`config.mk`:
```
export PLATFORM = sky130hd
export DESIGN_NAME = interval_timer
export DESIGN_NICKNAME = d
export VERILOG_FILES = /design/src/rtl/itv_pkg.sv /design/src/rtl/itv_host_if.sv /design/src/rtl/itv_gate_edge.sv /design/src/rtl/itv_core.sv /design/src/rtl/interval_timer.sv
export SDC_FILE = /design/constraint.sdc
export NUM_CORES = 1
export LEC_CHECK = 0
export BUFFER_PORTS_ARGS = -buffer_cell sky130_fd_sc_hd__buf_2
export CORE_MARGIN = 8
export CORE_UTILIZATION = 30
export DETAILED_ROUTE_END_ITERATION = 12
export PLACE_DENSITY = 0.45
export RECOVER_POWER = 25
export SYNTH_ARGS = -nofsm -noshare
export SYNTH_HDL_FRONTEND = slang
export SYNTH_HIERARCHICAL = 1
export SYNTH_SLANG_ARGS = --single-unit
```
`constraint.sdc`:
```
create_clock -name clk -period 5 [get_ports clk]
set_clock_uncertainty 0.2 [all_clocks]
set_input_delay 0.25 -clock clk [delete_from_list [all_inputs] [get_ports clk]]
set_output_delay 0.25 -clock clk [all_outputs]
set_load 0.05 [all_outputs]
```
`src/rtl/itv_pkg.sv`:
```
package itv_pkg;

    typedef enum logic [2:0] {
        M_TC      = 3'd0,
        M_ONESHOT = 3'd1,
        M_RATE    = 3'd2,
        M_SQUARE  = 3'd3,
        M_SWSTB   = 3'd4,
        M_HWSTB   = 3'd5
    } mode_e;

    typedef enum logic [1:0] {
        ACC_NONE = 2'd0,
        ACC_LO   = 2'd1,
        ACC_HI   = 2'd2,
        ACC_LOHI = 2'd3
    } acc_e;

    localparam logic [1:0] SEL_COUNT = 2'd0;
    localparam logic [1:0] SEL_CTRL  = 2'd3;

    // codes 6 and 7 fold onto the periodic modes
    function automatic mode_e decode_mode(input logic [2:0] code);
        case (code)
            3'd6:    return M_RATE;
            3'd7:    return M_SQUARE;
            default: return mode_e'(code);
        endcase
    endfunction

endpackage

```
`src/rtl/itv_host_if.sv`:
```
module itv_host_if
    import itv_pkg::*;
#(
    parameter int BYTE_W = 8
) (
    input  logic                  clk,
    input  logic                  rst_n,
    input  logic                  wr_en,
    input  logic [1:0]            addr,
    input  logic [BYTE_W-1:0]     wdata,
    output logic                  ev_ctrl,
    output mode_e                 ev_mode,
    output logic                  ev_halt,
    output logic                  ev_load,
    output logic [2*BYTE_W-1:0]   ev_val
);

    typedef struct packed {
        acc_e              acc;
        logic              pend;
        logic [BYTE_W-1:0] lo;
    } host_st_t;

    localparam host_st_t RST = '{acc: ACC_LOHI, pend: 1'b0, lo: {BYTE_W{1'b0}}};

    host_st_t s_d, s_q;
    logic     ctrl_ok;

    always_comb begin
        s_d     = s_q;
        ev_ctrl = 1'b0;
        ev_mode = M_TC;
        ev_halt = 1'b0;
        ev_load = 1'b0;
        ev_val  = {2*BYTE_W{1'b0}};
        ctrl_ok = (wdata[7:6] == 2'b00) && (wdata[5:4] != 2'b00) && !wdata[0];
        if (wr_en && addr == SEL_CTRL && ctrl_ok) begin
            ev_ctrl   = 1'b1;
            ev_mode   = decode_mode(wdata[3:1]);
            s_d.acc   = acc_e'(wdata[5:4]);
            s_d.pend  = 1'b0;
        end else if (wr_en && addr == SEL_COUNT) begin
            case (s_q.acc)
                ACC_LO: begin
                    ev_load = 1'b1;
                    ev_val  = {{BYTE_W{1'b0}}, wdata};
                end
                ACC_HI: begin
                    ev_load = 1'b1;
                    ev_val  = {wdata, {BYTE_W{1'b0}}};
                end
                default: begin
                    if (!s_q.pend) begin
                        s_d.lo   = wdata;
                        s_d.pend = 1'b1;
                        ev_halt  = 1'b1;
                    end else begin
                        s_d.pend = 1'b0;
                        ev_load  = 1'b1;
                        ev_val   = {wdata, s_q.lo};
                    end
                end
            endcase
        end
    end

    always_ff @(posedge clk) begin
        if (!rst_n) s_q <= RST;
        else        s_q <= s_d;
    end

    // the second byte of a low-then-high pair always completes a load
    a_r10_high_completes: assert property (@(posedge clk) disable iff (!rst_n)
        (wr_en && addr == SEL_COUNT && s_q.acc == ACC_LOHI && s_q.pend) |-> ev_load);

    // a low byte leaves the pair waiting for its high byte
    a_r10_low_waits: assert property (@(posedge clk) disable iff (!rst_n)
        ev_halt |=> (s_q.pend && s_q.acc == ACC_LOHI));

endmodule

```
`src/rtl/itv_gate_edge.sv`:
```
module itv_gate_edge (
    input  logic clk,
    input  logic rst_n,
    input  logic gate,
    output logic gate_rise
);

    logic gate_d, gate_q;

    always_comb begin
        gate_d    = gate;
        gate_rise = gate && !gate_q;
    end

    // reset high so a gate held high out of reset is not an edge
    always_ff @(posedge clk) begin
        if (!rst_n) gate_q <= 1'b1;
        else        gate_q <= gate_d;
    end

endmodule

```
`src/rtl/itv_core.sv`:
```
module itv_core
    import itv_pkg::*;
#(
    parameter int CNT_W = 16
) (
    input  logic             clk,
    input  logic             rst_n,
    input  logic             tick,
    input  logic             gate,
    input  logic             gate_rise,
    input  logic             ev_ctrl,
    input  mode_e            ev_mode,
    input  logic             ev_halt,
    input  logic             ev_load,
    input  logic [CNT_W-1:0] ev_val,
    output logic             out
);

    localparam logic [CNT_W-1:0] CNT_ONE = {{(CNT_W-1){1'b0}}, 1'b1};
    localparam logic [CNT_W-1:0] CNT_NIL = {CNT_W{1'b0}};

    typedef struct packed {
        mode_e            mode;
        logic             out;
        logic [CNT_W-1:0] cnt;
        logic [CNT_W-1:0] rld;
        logic             arm;
        logic             trig;
        logic             halt;
        logic             run;
        logic             have;
        logic             fired;
    } core_st_t;

    localparam core_st_t RST = '{mode: M_TC, out: 1'b1, cnt: CNT_NIL, rld: CNT_NIL,
                                 arm: 1'b0, trig: 1'b0, halt: 1'b0, run: 1'b0,
                                 have: 1'b0, fired: 1'b0};

    core_st_t         s_d, s_q;
    logic [CNT_W:0]   full_w;
    logic [CNT_W-1:0] lo_len, hi_len, cnt_m1;
    logic             is_trig, is_per, restart;

    always_comb begin
        s_d     = s_q;
        // zero stands for the full 2^CNT_W range
        full_w  = (s_q.rld == CNT_NIL) ? {1'b1, CNT_NIL} : {1'b0, s_q.rld};
        lo_len  = full_w[CNT_W:1];
        hi_len  = lo_len + {{(CNT_W-1){1'b0}}, full_w[0]};
        cnt_m1  = s_q.cnt - CNT_ONE;
        is_trig = (s_q.mode == M_ONESHOT) || (s_q.mode == M_HWSTB);
        is_per  = (s_q.mode == M_RATE) || (s_q.mode == M_SQUARE);
        restart = gate_rise && s_q.have && (is_trig || is_per);

        if (tick && !s_q.halt) begin
            if (s_q.arm || s_q.trig) begin
                s_d.cnt   = (s_q.mode == M_SQUARE) ? hi_len : s_q.rld;
                s_d.run   = 1'b1;
                s_d.arm   = 1'b0;
                s_d.trig  = 1'b0;
                s_d.fired = 1'b0;
                s_d.out   = !((s_q.mode == M_TC) || (s_q.mode == M_ONESHOT));
            end else if (s_q.run && !(restart && is_per)) begin
                case (s_q.mode)
                    M_TC: if (gate) begin
                        s_d.cnt = cnt_m1;
                        if (cnt_m1 == CNT_NIL) s_d.out = 1'b1;
                    end
                    M_ONESHOT: begin
                        s_d.cnt = cnt_m1;
                        if (cnt_m1 == CNT_NIL) s_d.out = 1'b1;
                    end
                    M_RATE: if (gate) begin
                        if (s_q.cnt == CNT_ONE) begin
                            s_d.cnt = s_q.rld;
                            s_d.out = 1'b1;
                        end else begin
                            s_d.cnt = cnt_m1;
                            s_d.out = (cnt_m1 != CNT_ONE);
                        end
                    end
                    M_SQUARE: if (gate) begin
                        if (s_q.cnt == CNT_ONE) begin
                            s_d.out = !s_q.out;
                            s_d.cnt = s_q.out ? lo_len : hi_len;
                        end else begin
                            s_d.cnt = cnt_m1;
                        end
                    end
                    default: begin
                        if (!s_q.out) s_d.out = 1'b1;
                        if (s_q.mode == M_HWSTB || gate) begin
                            s_d.cnt = cnt_m1;
                            if (cnt_m1 == CNT_NIL && !s_q.fired) begin
                                s_d.out   = 1'b0;
                                s_d.fired = 1'b1;
                            end
                        end
                    end
                endcase
            end
        end

        if (is_per && s_q.run && !gate) s_d.out = 1'b1;

        if (ev_halt) begin
            s_d.halt = 1'b1;
            if (s_q.mode == M_TC) s_d.out = 1'b0;
        end
        if (ev_load) begin
            s_d.rld  = ev_val;
            s_d.halt = 1'b0;
            s_d.have = 1'b1;
            if (!is_trig) s_d.arm = 1'b1;
            if (s_q.mode == M_TC) s_d.out = 1'b0;
        end
        if (restart) begin
            if (is_trig) s_d.trig = 1'b1;
            else         s_d.arm  = 1'b1;
        end

        if (ev_ctrl) begin
            s_d.mode  = ev_mode;
            s_d.out   = (ev_mode != M_TC);
            s_d.arm   = 1'b0;
            s_d.trig  = 1'b0;
            s_d.halt  = 1'b0;
            s_d.run   = 1'b0;
            s_d.have  = 1'b0;
            s_d.fired = 1'b0;
        end
    end

    always_ff @(posedge clk) begin
        if (!rst_n) s_q <= RST;
        else        s_q <= s_d;
    end

    assign out = s_q.out;

    a_r4_ctrl_drives_low: assert property (@(posedge clk) disable iff (!rst_n)
        (ev_ctrl && ev_mode == M_TC) |=> !out);

    a_r6_single_low_tick: assert property (@(posedge clk) disable iff (!rst_n)
        (s_q.mode == M_RATE && s_q.run && !s_q.out && tick && gate && !s_q.halt && !ev_ctrl)
        |=> out);

    a_r8_gate_low_high: assert property (@(posedge clk) disable iff (!rst_n)
        ((s_q.mode == M_RATE || s_q.mode == M_SQUARE) && s_q.run && !gate && !ev_ctrl)
        |=> out);

    a_r9_strobe_one_tick: assert property (@(posedge clk) disable iff (!rst_n)
        ((s_q.mode == M_SWSTB || s_q.mode == M_HWSTB) && !s_q.out && tick && !s_q.halt && !ev_ctrl)
        |=> out);

    a_r10_halt_freezes: assert property (@(posedge clk) disable iff (!rst_n)
        s_q.halt |=> $stable(s_q.cnt));

endmodule

```
`src/rtl/interval_timer.sv`:
```
module interval_timer
    import itv_pkg::*;
#(
    parameter int CNT_W = 16
) (
    input  logic                 clk,
    input  logic                 rst_n,
    input  logic                 wr_en,
    input  logic [1:0]           addr,
    input  logic [CNT_W/2-1:0]   wdata,
    input  logic                 cnt_tick,
    input  logic                 gate,
    output logic                 out_pin
);

    localparam int BYTE_W = CNT_W / 2;

    logic             ev_ctrl, ev_halt, ev_load, gate_rise;
    mode_e            ev_mode;
    logic [CNT_W-1:0] ev_val;

    itv_host_if #(.BYTE_W(BYTE_W)) u_host (
        .clk     (clk),
        .rst_n   (rst_n),
        .wr_en   (wr_en),
        .addr    (addr),
        .wdata   (wdata),
        .ev_ctrl (ev_ctrl),
        .ev_mode (ev_mode),
        .ev_halt (ev_halt),
        .ev_load (ev_load),
        .ev_val  (ev_val)
    );

    itv_gate_edge u_gate (
        .clk       (clk),
        .rst_n     (rst_n),
        .gate      (gate),
        .gate_rise (gate_rise)
    );

    itv_core #(.CNT_W(CNT_W)) u_core (
        .clk       (clk),
        .rst_n     (rst_n),
        .tick      (cnt_tick),
        .gate      (gate),
        .gate_rise (gate_rise),
        .ev_ctrl   (ev_ctrl),
        .ev_mode   (ev_mode),
        .ev_halt   (ev_halt),
        .ev_load   (ev_load),
        .ev_val    (ev_val),
        .out       (out_pin)
    );

endmodule

```
==> results.py <==
metrics = {
    "sta": {
        "setup_slack_ns": 1.78,
        "tightest_slew_ns": 2.20,
        "post-route-min-period_ns": 3.22,
        "whs_ns": 0.0326,
        "slew_headroom_pct": -46.5,
        "final_max_slew_viol_count": 57,
        "finalCritPeriodShare_pct": 64.3,
        "max_freq_ghz": 0.311,
        "tns_ns": 0,
        "setup_violations": 0,
        "rsz0062_at_grt": "no",
        "hold_violations": 0,
    },
    "clock_tree": {
        "cts_root_buf": "clkbuf_16",
        "ctsResizeCount": 0,
        "hold_buffers": 0,
        "clockBufferDepth": 2,
        "clock_latency_ns": 0.30,
        "h-tree-depth": 2,
        "cts_made_buffers": 5,
        "clock_sinks": 54,
        "tritoncts": "built",
        "post-cts-setup-buffers": 0,
        "clkTransAtPathRegs_ns": 0.07,
    },
    "power": {
        "p_total_mw": 0.944,
        "p_leak_nw": 1.45,
        "power.density_nw_per_um2": 204,
        "peakVddDrop_mv": 0.112,
    },
    "final_layout": {
        "drive_gt1_share_pct": 9.07,
        "nets": 575,
        "filler_cell_count": 1534,
        "final_area_sq_um": 4620,
        "diodes": 0,
        "area_delta_synth_final_pct": 6.03,
    },
    "logic_synthesis": {
        "synth-seq-area-share_pct": 24.8,
        "yosysWarnings": 6,
        "syn_area_sq_um": 4360,
        "yosys-top-cells-area": "dfxtp_1 25%, mux2i_1 8.3%, nand2_1 5.0%",
        "ys.flop_type": "dfxtp_1",
        "synth_cell_types": 76,
        "synth_top_area_share_pct": 24.8,
        "synth-seq-cells": 54,
        "synthCells": 576,
        "async_flop_share_pct": 0,
        "yosys.area.top_type": "dfxtp_1",
        "synthesis.nets": 600,
        "avgSynthCellArea_sq_um": 7.56,
        "synth_edf_count": 0,
    },
    "status": {
        "status": "finished, violations left",
        "violations": "capacitance limit, slew limit",
    },
    "placed_design": {
        "numPortBuffers": 15,
        "dp_hpwl_um": 9810,
        "gp_congestion": 0.814,
        "dpl_cell_area_sq_um": 4460,
        "preCtsSetupSlack_ns": 1.99,
    },
    "die": {
        "core_sq_um": 14400,
        "dieWidth_um": 137,
        "die_h_um": 137,
        "die_area_sq_um": 18600,
        "start_util_pct": 30.3,
        "io_pins": 16,
        "rows": 44,
    },
    "worst_setup_path": {
        "cp.arrival_ns": 3.22,
        "critical_path_class": "primary input to flop",
        "end_kind": "flop",
        "crit_path_max_fanout": 56,
        "crit_required_ns": 5.01,
        "r2r_cells": 7,
        "cp-start-kind": "primary input",
    },
    "hold_path": {
        "hold_path_class": "primary input to flop",
        "whs_path_depth": 3,
    },
    "grt": {
        "grt.overflow.total": 0,
        "grt_pass1_wl_um": 21900,
        "track_usage_pct": 14.7,
        "antenna_found_initial": 0,
        "grt_max_degree": 57,
        "grt_pass1_vias": 3856,
    },
    "job": {
        "drv_cap": 1,
    },
    "drt": {
        "vias": 4136,
        "drtPass1Iterations": 5,
        "wire_per_inst_um": 18.4,
        "drc": 0,
        "totalWireLength_um": 13600,
        "routed_via_density": 5.63,
        "ant_nets": 0,
        "drtIter0Drc": 273,
    },
}
-- area by class of cell --
type | instances | area (sq um) | share of cell area [%]
multi-input cells | 460 | 3000 | 65.0
flip-flops and latches | 54 | 1080 | 23.4
well taps | 184 | 230 | 4.98
clock buffers | 5 | 125 | 2.71
repair buffers | 18 | 95.1 | 2.06
inverters | 12 | 45.0 | 0.975
clock inverters | 2 | 38.8 | 0.840
-- worst paths after layout --
check                      start              to  slack [ns]
hold / removal          wdata[0]   u_host/s_q[0]        0.03
hold reg to reg    u_host/s_q[6]   u_host/s_q[6]        0.26
setup reg to reg  u_core/s_q[26]  u_core/s_q[37]        1.94
setup / recovery           rst_n  u_core/s_q[36]        1.78
-- power breakdown --
part | internal, mW | switching [mW]
sequential | 0.436 | 0.0111
clock | 0.235 | 0.171
combinational | 0.0358 | 0.0551
-- cells in the final DEF (no fill, tap or decap), types with 3 or more instances in the layout --
master      n
nor4b_1     3
nand4_1     6
nand3_1    11
a22o_1      5
o21ai_0    37
nor2_1     53
or4_1       3
nor4_1      9
buf_4       3
inv_1      11
and2_2      3
nand2_1    58
nor3_1     16
o22ai_1    13
nand2b_1    8
or3_1       4
clkbuf_16   5
and2_1      7
xor2_1      5
nor2b_1    26
buf_2      13
xnor2_1    16
o311ai_0    3
nand3b_1    8
o211ai_1    3
ha_1        9
a21o_1      3
a22oi_1     6
dfxtp_1    54
mux2i_1    36
a211oi_1    8
a21oi_1    40
a31oi_1     8
-- cell families (layout without fill, tap and decap cells) --
family / after synthesis / count (layout) / synth area share, %
AOI/OAI and AO/OA: 149 / 149 / 21.6
xor gates and xnor gates: 21 / 21 / 4.22
adders and majority gates: 9 / 9 / 2.58
buffers and inverters: 62 / 37 / 6.23
DFF: 54 / 54 / 24.8
muxes: 37 / 37 / 8.53
and+or+nand+nor: 244 / 244 / 32.0
-- registers in the layout (all words and copies together) (netlist names) --
name / cells
u_host/s_q: 11
u_gate/gate_q: 1
u_core/s_q: 41
u_core/out: 1
-- layer usage --
layer / vias to the layer above / global-route usage, % / routed length [um]
met4: 0 / 4.03 / 190
met3: 13 / 2.20 / 639
met5: - / 0 / 0
met2: 124 / 22.6 / 6120
li1: 2022 / - / -
met1: 1977 / 21.0 / 6600
-- cells in the mapped netlist, drive strengths merged (3+ instances only) --
cell,instances
nand2b,10
o22ai,13
xor2,5
nor3b,3
or4,4
o311ai,4
a21o,3
nand4,7
nand3b,8
mux2i,36
and2,11
nor2b,27
o211ai,3
or2,3
a211oi,10
a31oi,8
nand3,11
nand2,58
o21ai,39
a22o,5
a21oi,40
nor4b,5
dfxtp,54
xnor2,16
inv,11
nor3,16
a22oi,6
ha,9
buf,17
or3,4
and4,4
nor4,12
nor2,55
clkbuf,33
-- per-stage QoR --
stage	utilization, %	cells
after detailed placement	31.0	728
after global routing	32.1	735
after global placement	31.0	728
after floorplan	-	576
after CTS	32.2	735
final	32.1	735
-- worst max-delay path, stage by stage --
cell and delay [ns]:
clkbuf_1 1.54, inv_1 0.54, nor3_1 0.59, nand2_1 0.12, o22ai_1 0.17
(Power assumes the default switching activity.)
